--- config.mk ---
export PLATFORM = sky130hd
export DESIGN_NAME = spi_wb_bridge
export DESIGN_NICKNAME = d
export VERILOG_FILES = /design/src/rtl/spi_wb_pkg.sv /design/src/rtl/spi_wb_sync.sv /design/src/rtl/spi_wb_frame.sv /design/src/rtl/spi_wb_master.sv /design/src/rtl/spi_wb_bridge.sv
export SDC_FILE = /design/constraint.sdc
export NUM_CORES = 1
export LEC_CHECK = 0
export BUFFER_PORTS_ARGS = -buffer_cell sky130_fd_sc_hd__buf_4
export CORE_ASPECT_RATIO = 2
export CORE_MARGIN = 4
export CORE_UTILIZATION = 42
export DETAILED_ROUTE_END_ITERATION = 7
export GPL_ROUTABILITY_DRIVEN = 0
export GPL_TIMING_DRIVEN = 0
export PLACE_DENSITY = 0.62
export SLEW_MARGIN = 20
export SYNTH_ARGS = -nofsm -noshare
export SYNTH_HDL_FRONTEND = slang
export SYNTH_HIERARCHICAL = 1
export SYNTH_SLANG_ARGS = --single-unit
--- constraint.sdc ---
create_clock -name clk -period 3.1 [get_ports clk]
set_input_delay 0.31 -clock clk [delete_from_list [all_inputs] [get_ports clk]]
set_output_delay 0.31 -clock clk [all_outputs]
set_load 0.03 [all_outputs]
--- src/rtl/spi_wb_pkg.sv ---
package spi_wb_pkg;

  typedef enum logic {
    DIR_READ  = 1'b0,
    DIR_WRITE = 1'b1
  } dir_e;

  // Lane order of the synchronizer bank
  localparam int LANE_MOSI = 0;
  localparam int LANE_CSN  = 1;
  localparam int LANE_SCK  = 2;
  localparam int LANES     = 3;

endpackage

--- src/rtl/spi_wb_sync.sv ---
module spi_wb_sync #(
  parameter int STAGES = 2
) (
  input  logic clk,
  input  logic rst,
  input  logic sck,
  input  logic cs_n,
  input  logic mosi,
  output logic cs_act,
  output logic sck_rise,
  output logic sck_fall,
  output logic mosi_s
);
  import spi_wb_pkg::*;

  localparam logic [LANES-1:0] RST_VAL = LANES'(1 << LANE_CSN);

  logic [LANES-1:0] raw;
  logic [LANES-1:0] synced;
  logic             sck_prev;

  assign raw[LANE_MOSI] = mosi;
  assign raw[LANE_CSN]  = cs_n;
  assign raw[LANE_SCK]  = sck;

  for (genvar g = 0; g < LANES; g++) begin : g_lane
    logic [STAGES-1:0] chain;
    always_ff @(posedge clk) begin
      if (rst) chain <= {STAGES{RST_VAL[g]}};
      else     chain <= {chain[STAGES-2:0], raw[g]};
    end
    assign synced[g] = chain[STAGES-1];
  end

  always_ff @(posedge clk) begin
    if (rst) sck_prev <= 1'b0;
    else     sck_prev <= synced[LANE_SCK];
  end

  assign cs_act   = ~synced[LANE_CSN];
  assign sck_rise =  synced[LANE_SCK] & ~sck_prev;
  assign sck_fall = ~synced[LANE_SCK] &  sck_prev;
  assign mosi_s   =  synced[LANE_MOSI];

endmodule

--- src/rtl/spi_wb_frame.sv ---
module spi_wb_frame #(
  parameter int ADDR_W   = 4,
  parameter int DATA_W   = 16,
  parameter int ACK_BITS = 3
) (
  input  logic              clk,
  input  logic              rst,
  input  logic              cs_act,
  input  logic              sck_rise,
  input  logic              sck_fall,
  input  logic              mosi_s,
  input  logic              ack_seen,
  input  logic [DATA_W-1:0] rdata,
  output logic              launch,
  output logic              launch_we,
  output logic [ADDR_W-1:0] launch_adr,
  output logic [DATA_W-1:0] launch_dat,
  output logic              drop,
  output logic              miso
);
  import spi_wb_pkg::*;

  localparam int HDR   = 1 + ADDR_W;
  localparam int FRAME = HDR + ACK_BITS + DATA_W;
  localparam int POS_W = $clog2(FRAME);

  // Positions are the index of the next wire bit to be sampled
  localparam logic [POS_W-1:0] P_ADR_LAST  = POS_W'(HDR - 1);
  localparam logic [POS_W-1:0] P_ACK_FIRST = POS_W'(HDR);
  localparam logic [POS_W-1:0] P_RD_DATA   = POS_W'(HDR + ACK_BITS);
  localparam logic [POS_W-1:0] P_WR_ISSUE  = POS_W'(HDR + DATA_W - 1);
  localparam logic [POS_W-1:0] P_WR_TAIL   = POS_W'(HDR + DATA_W);
  localparam logic [POS_W-1:0] P_LAST      = POS_W'(FRAME - 1);
  localparam logic [POS_W-1:0] P_RD_CONT   = POS_W'(HDR);
  localparam logic [POS_W-1:0] P_WR_CONT   = POS_W'(HDR + ACK_BITS);

  logic [POS_W-1:0]  pos_q;
  dir_e              dir_q;
  logic [ADDR_W-1:0] adr_q;
  logic [DATA_W-1:0] rx_q;
  logic [DATA_W-1:0] tx_q;
  logic              miso_q;
  logic              rise;
  logic              fall;
  logic [ADDR_W-1:0] adr_next;
  logic [DATA_W-1:0] word_next;

  assign rise      = sck_rise & cs_act;
  assign fall      = sck_fall & cs_act;
  assign adr_next  = {rx_q[ADDR_W-2:0], mosi_s};
  assign word_next = {rx_q[DATA_W-2:0], mosi_s};

  // Bus requests derived from the frame position
  always_comb begin
    launch     = 1'b0;
    launch_we  = 1'b0;
    launch_adr = adr_q;
    launch_dat = word_next;
    drop       = ~cs_act;
    if (rise) begin
      if (pos_q == P_ADR_LAST && dir_q == DIR_READ) begin
        launch     = 1'b1;
        launch_adr = adr_next;
      end
      if (pos_q == P_RD_DATA && dir_q == DIR_READ && mosi_s) begin
        launch = 1'b1;
      end
      if (pos_q == P_WR_ISSUE && dir_q == DIR_WRITE) begin
        launch    = 1'b1;
        launch_we = 1'b1;
      end
      if (pos_q == P_LAST && dir_q == DIR_WRITE) begin
        drop = 1'b1;
      end
    end
    if (fall && pos_q == P_RD_DATA && dir_q == DIR_READ) begin
      drop = 1'b1;
    end
  end

  always_ff @(posedge clk) begin
    if (rst) begin
      pos_q  <= '0;
      dir_q  <= DIR_READ;
      adr_q  <= '0;
      rx_q   <= '0;
      tx_q   <= '0;
      miso_q <= 1'b0;
    end else if (!cs_act) begin
      pos_q  <= '0;
      miso_q <= 1'b0;
    end else if (rise) begin
      rx_q <= word_next;
      if (pos_q == '0)        dir_q <= dir_e'(mosi_s);
      if (pos_q == P_ADR_LAST) adr_q <= adr_next;
      if (pos_q == P_LAST)
        pos_q <= (dir_q == DIR_WRITE) ? P_WR_CONT : P_RD_CONT;
      else
        pos_q <= pos_q + 1'b1;
    end else if (fall) begin
      if (dir_q == DIR_READ) begin
        if (pos_q >= P_ACK_FIRST && pos_q < P_RD_DATA) begin
          miso_q <= ack_seen;
        end else if (pos_q == P_RD_DATA) begin
          miso_q <= ack_seen & rdata[DATA_W-1];
          tx_q   <= ack_seen ? {rdata[DATA_W-2:0], 1'b0} : '0;
        end else if (pos_q > P_RD_DATA) begin
          miso_q <= tx_q[DATA_W-1];
          tx_q   <= {tx_q[DATA_W-2:0], 1'b0};
        end else begin
          miso_q <= 1'b0;
        end
      end else begin
        miso_q <= (pos_q >= P_WR_TAIL) ? ack_seen : 1'b0;
      end
    end
  end

  assign miso = miso_q;

endmodule

--- src/rtl/spi_wb_master.sv ---
module spi_wb_master #(
  parameter int ADDR_W = 4,
  parameter int DATA_W = 16
) (
  input  logic              clk,
  input  logic              rst,
  input  logic              launch,
  input  logic              launch_we,
  input  logic [ADDR_W-1:0] launch_adr,
  input  logic [DATA_W-1:0] launch_dat,
  input  logic              drop,
  input  logic              wb_ack_i,
  input  logic [DATA_W-1:0] wb_dat_i,
  output logic              wb_cyc_o,
  output logic              wb_stb_o,
  output logic              wb_we_o,
  output logic [ADDR_W-1:0] wb_adr_o,
  output logic [DATA_W-1:0] wb_dat_o,
  output logic              ack_seen,
  output logic [DATA_W-1:0] rdata
);

  always_ff @(posedge clk) begin
    if (rst) begin
      wb_cyc_o <= 1'b0;
      wb_stb_o <= 1'b0;
      wb_we_o  <= 1'b0;
      wb_adr_o <= '0;
      wb_dat_o <= '0;
      ack_seen <= 1'b0;
      rdata    <= '0;
    end else if (drop) begin
      wb_cyc_o <= 1'b0;
      wb_stb_o <= 1'b0;
      ack_seen <= 1'b0;
    end else if (launch) begin
      wb_cyc_o <= 1'b1;
      wb_stb_o <= 1'b1;
      wb_we_o  <= launch_we;
      wb_adr_o <= launch_adr;
      if (launch_we) wb_dat_o <= launch_dat;
      ack_seen <= 1'b0;
    end else if (wb_cyc_o && wb_ack_i) begin
      wb_cyc_o <= 1'b0;
      wb_stb_o <= 1'b0;
      ack_seen <= 1'b1;
      if (!wb_we_o) rdata <= wb_dat_i;
    end
  end

endmodule

--- src/rtl/spi_wb_bridge.sv ---
module spi_wb_bridge #(
  parameter int ADDR_W      = 4,
  parameter int DATA_W      = 16,
  parameter int ACK_BITS    = 3,
  parameter int SYNC_STAGES = 2
) (
  input  logic              clk,
  input  logic              rst,
  input  logic              spi_sck,
  input  logic              spi_cs_n,
  input  logic              spi_mosi,
  output logic              spi_miso,
  output logic              wb_cyc_o,
  output logic              wb_stb_o,
  output logic              wb_we_o,
  output logic [ADDR_W-1:0] wb_adr_o,
  output logic [DATA_W-1:0] wb_dat_o,
  input  logic [DATA_W-1:0] wb_dat_i,
  input  logic              wb_ack_i
);

  logic              cs_act;
  logic              sck_rise;
  logic              sck_fall;
  logic              mosi_s;
  logic              launch;
  logic              launch_we;
  logic [ADDR_W-1:0] launch_adr;
  logic [DATA_W-1:0] launch_dat;
  logic              drop;
  logic              ack_seen;
  logic [DATA_W-1:0] rdata;

  spi_wb_sync #(.STAGES(SYNC_STAGES)) u_sync (
    .clk     (clk),
    .rst     (rst),
    .sck     (spi_sck),
    .cs_n    (spi_cs_n),
    .mosi    (spi_mosi),
    .cs_act  (cs_act),
    .sck_rise(sck_rise),
    .sck_fall(sck_fall),
    .mosi_s  (mosi_s)
  );

  spi_wb_frame #(
    .ADDR_W  (ADDR_W),
    .DATA_W  (DATA_W),
    .ACK_BITS(ACK_BITS)
  ) u_frame (
    .clk       (clk),
    .rst       (rst),
    .cs_act    (cs_act),
    .sck_rise  (sck_rise),
    .sck_fall  (sck_fall),
    .mosi_s    (mosi_s),
    .ack_seen  (ack_seen),
    .rdata     (rdata),
    .launch    (launch),
    .launch_we (launch_we),
    .launch_adr(launch_adr),
    .launch_dat(launch_dat),
    .drop      (drop),
    .miso      (spi_miso)
  );

  spi_wb_master #(
    .ADDR_W(ADDR_W),
    .DATA_W(DATA_W)
  ) u_master (
    .clk       (clk),
    .rst       (rst),
    .launch    (launch),
    .launch_we (launch_we),
    .launch_adr(launch_adr),
    .launch_dat(launch_dat),
    .drop      (drop),
    .wb_ack_i  (wb_ack_i),
    .wb_dat_i  (wb_dat_i),
    .wb_cyc_o  (wb_cyc_o),
    .wb_stb_o  (wb_stb_o),
    .wb_we_o   (wb_we_o),
    .wb_adr_o  (wb_adr_o),
    .wb_dat_o  (wb_dat_o),
    .ack_seen  (ack_seen),
    .rdata     (rdata)
  );

endmodule

==> impl_summary.txt <==
----------------------------------------------------
[Drt]
  Drt pass-1 iters ... 5
  Via count of the routed design ... between 2k and 3k
  Post-detailed-route count of antenna-violating nets ... 0
  Wire length per cell ... ~14 um
  Post-route DRC violation count ... 0
  DR vias/cell ... about 5.0
  Starting DRC count in detailed routing ... 120
  Final Routed Wirelength ... roughly 7900 um

[Power and ir drop]
  Total leakage power ... ~1.6 nW
  Net load switching power ... between 400 and 500 uW
  Share of power burned in combinational logic ... 0.031
  Switching fraction of total power ... 0.221
  Largest vdd supply drop ... 0.352 mV
  Clk pwr share ... 0.457
  Pint ... 1.71 mW
  Power density over the cells ... about 490 nW/um^2
  Proportion of power drawn by flip-flops and latches ... 0.513

[Setup path]
  Reg2reg end ... u_master/rdata[13]
  Data required time of the worst path ... 3360 ps
  Type of element launching the critical path ... register
  Worst R2R Start ... u_frame/pos_q[0]
  Crit path from ... u_frame/pos_q[0]
  Depth of the worst register-to-register path ... 9
  Type of the worst setup path ... register to register
  Largest fanout on the critical path ... 10
  Data arrival at the endpoint of the critical path ... just under 3000 ps
  Type of destination of the critical path ... register
  Reg-to-reg slack, setup ... roughly 400 ps
  End point of the critical path ... u_master/rdata[13]

[GRT]
  Initial antenna violation count ... 0
  Global-route wire length before repair ... 13400 um
  Global-route track usage on met2 ... 0.300
  Met3 GRT Util ... 0.0390
  Overall Global Routing Usage ... 0.163
  Largest net degree at the start of global routing ... 17
  Global-route track usage on met1 ... 0.171
  Number of global-route vias before repair ... around 2.9k
  Overflow left after global routing ... 0
  Layer with the highest usage ... met2

[STA]
  Final period utilization ... 0.873
  Achievable frequency ... about 370 MHz
  Accumulated negative setup slack ... 0 ps
  Clk_skew ... approximately 8.5 ps
  Fin. max-slew vios ... 0
  Hold Fails Final Rpt ... 0
  Worst slew pin tran ... 656 ps
  Setup Viol. Count Final ... 0
  Slew headroom ... 0.560
  Shortest period the worst path allows ... around 2700 ps
  RSZ-0062 raised after global routing ... no

[Run]
  Total of max-cap violations ... 0

[Placement]
  Number of buffers added on ports ... 45
  Final HPWL from detailed placement ... a little over 6000 um
  Placed cell count ... between 500 and 600

[Floorplanning]
  Initial standard-cell utilization of the core ... 0.432
  Count of standard-cell rows ... 48
  Vertical die dimension ... 141 um
  Number of primary I/O pins ... 46
  Total die area ... ~11000 um^2
  Die Wd ... about 75 um
  Area of the core ... about 8600 um^2

[Finish]
  Nets@finish ... approximately 500
  Number of standard cells in the layout, taps in and fillers out ... between 500 and 600
  Fillcell total ... about 850
  Number of antenna diodes ... 0
  Proportion of layout cells with a drive suffix above 1 ... 0.182
  Area growth from synthesis to layout ... 20.0%

[Min path]
  Min-Delay Startpoint ... spi_cs_n
  Worst hold path class ... primary input to register

[Synthesis]
  Mapped Area ... about 3700 um^2
  Number of register bits inferred by synthesis ... 87
  Count of distinct cell types in the synthesized netlist ... 41
  Sequential fraction of the synthesis area ... 0.466
  Synth Net Count ... roughly 450
  Synthesis Warnings ... 6
  Number of instances in the synthesized netlist ... ~420
  Synthesized area divided by synthesized cell count ... 8.83 um^2

[Run status]
  Status ... finished, final reports clean

[Clocking]
  Number of buffers added by the clock tree synthesis step ... 9
  Number of sinks on the clock net ... just under 90
  CTS clk-pin slew, worst paths ... about 60 ps
  Clock tree from TritonCTS ... done
  H-tree levels ... 3
  Clk buf depth ... 2
  Insertion delay of the later-clocked pin in the worst-skew pair ... approximately 330 ps
  Root buf cell ... clkbuf_16

----------------------------------------------------
## worst max-delay path: stages, from the launching register on
cell and delay [ps]:
dfxtp_1 420, inv_1 100, ha_1 240, and4bb_1 230, buf_2 200, nand3_1 110, nand3_1 220, nor4_4 630
buf_6 260, mux2i_1 210
## synth_stat cells
library cell	n	area share
buf_6	3	0.0090
nand4_1	2	0.0034
buf_2	9	0.012
mux2_4	4	0.016
o21ai_0	1	0.0013
o2111ai_1	1	0.0023
or3_1	1	0.0017
nand2b_2	1	0.0023
and4bb_1	1	0.0034
a31oi_1	1	0.0017
and3b_1	1	0.0023
nor4_4	1	0.0057
a311oi_1	15	0.035
nand3_1	18	0.024
o311a_1	1	0.0027
nand3b_1	2	0.0040
ha_1	3	0.010
and2_2	1	0.0020
inv_1	6	0.0060
and2_1	1	0.0017
nor2b_1	11	0.018
a41oi_1	1	0.0023
or2_2	1	0.0017
clkbuf_1	18	0.018
dfxtp_1	87	0.47
a21o_1	1	0.0020
nand2b_1	50	0.084
a21oi_1	39	0.052
nand2_1	66	0.066
o211ai_1	1	0.0020
nor4_1	2	0.0034
nand3_2	1	0.0027
nor4b_1	1	0.0023
mux2i_1	28	0.075
nor3_2	1	0.0027
nor2_8	1	0.0054
or2_1	2	0.0034
nor3_1	4	0.0054
a211oi_1	1	0.0020
buf_4	3	0.0060
nor2_1	31	0.031
## layout make-up
cell class                 instances  area (um^2)  area share
clock buffer                       9          225      0.0503
inverter                           6         22.5     0.00503
buffer                            33          169      0.0377
clock inverter                     7         57.6      0.0128
timing repair buffer              45          338      0.0754
tap                              100          125      0.0279
multi-input combinational        297         1800       0.402
sequential                        87         1740       0.389
## worst min-delay path by stage
stage | endpoint | slack, ps | depth (start not counted)
global route | u_sync/g_lane[1].chain[0] | 140 | 2
global placement | u_sync/g_lane[1].chain[1] | 390 | 1
finish | u_sync/g_lane[1].chain[0] | 160 | 2
floorplan | u_sync/g_lane[0].chain[0] | 380 | 1
CTS | u_sync/g_lane[1].chain[0] | 150 | 2
detailed placement | u_sync/g_lane[1].chain[1] | 400 | 1
## sequential cells by signal, summed over array words and instances, names as in the netlist
name and flops:
u_frame/tx_q 15, u_master/rdata 16, u_sync/g_lane.chain 6, u_sync/sck_prev 1, u_master/wb_stb_o 1, u_master/wb_we_o 1
u_frame/rx_q 15, u_frame/dir_q 1, u_master/wb_adr_o 4, u_frame/pos_q 5, u_master/ack_seen 1, u_frame/miso 1
u_frame/adr_q 4, u_master/wb_dat_o 16
## cell usage in the layout (no fill, tap or decap), types with 10 or more instances in the layout
cell type / synthesis / routed
mux2i_1: 28 / 28
nor2b_1: 11 / 10
nor2_1: 31 / 31
a311oi_1: 15 / 15
nand3_1: 18 / 18
buf_4: 3 / 48
a21oi_1: 39 / 39
clkbuf_1: 18 / 18
nand2b_1: 50 / 50
dfxtp_1: 87 / 87
nand2_1: 66 / 66
## stage by stage
| step | hold WS, ps | power (mW) | utilization | setup WS [ps] | cell area [um^2] |
|---|---|---|---|---|---|
| floorplan | 382 | 1.18 | - | 814 | 3730 |
| global placement | 389 | 1.22 | 0.485 | 255 | 4200 |
| detailed placement | 399 | 1.22 | 0.485 | 195 | 4200 |
| CTS | 151 | 2.22 | 0.518 | 185 | 4480 |
| global route | 141 | 2.28 | 0.518 | 136 | 4480 |
| finish | 160 | 2.19 | 0.518 | 395 | 4480 |
## metal layers
metal,vias up,routed length (um)
met5,-,0
met4,0,171
met3,11,302
met2,53,4450
met1,1348,2960
li1,1531,-
## power groups by stage
stage | logic (mW) | registers [mW] | clock network (mW)
3_3_place_gp | 0.0675 | 1.15 | 0
4_1_cts | 0.0682 | 1.12 | 1.03
6_report | 0.0669 | 1.12 | 1.00
3_5_place_dp | 0.0681 | 1.15 | 0
2_1_floorplan | 0.0346 | 1.15 | 0
5_1_grt | 0.0741 | 1.12 | 1.08
## cells by family (layout without fill, tap and decap cells)
family / Yosys count / count (layout) / share of synthesized area
flip-flops: 87 / 87 / 0.466
adder cells (fa/ha/maj): 3 / 3 / 0.0101
AO/OA/AOI/OAI: 62 / 62 / 0.104
AND/OR/NAND/NOR: 200 / 200 / 0.277
buffers and inverters: 39 / 100 / 0.0513
multiplexers: 32 / 32 / 0.0912
## what timing repair did
action                                  in CTS  in global routing
buffers inserted                             0                  0
gates resized for setup                      0                  1
hold buffers                                 0                  0
endpoints found under the setup margin       0                  9
Power figures use the tool's default switching activity.
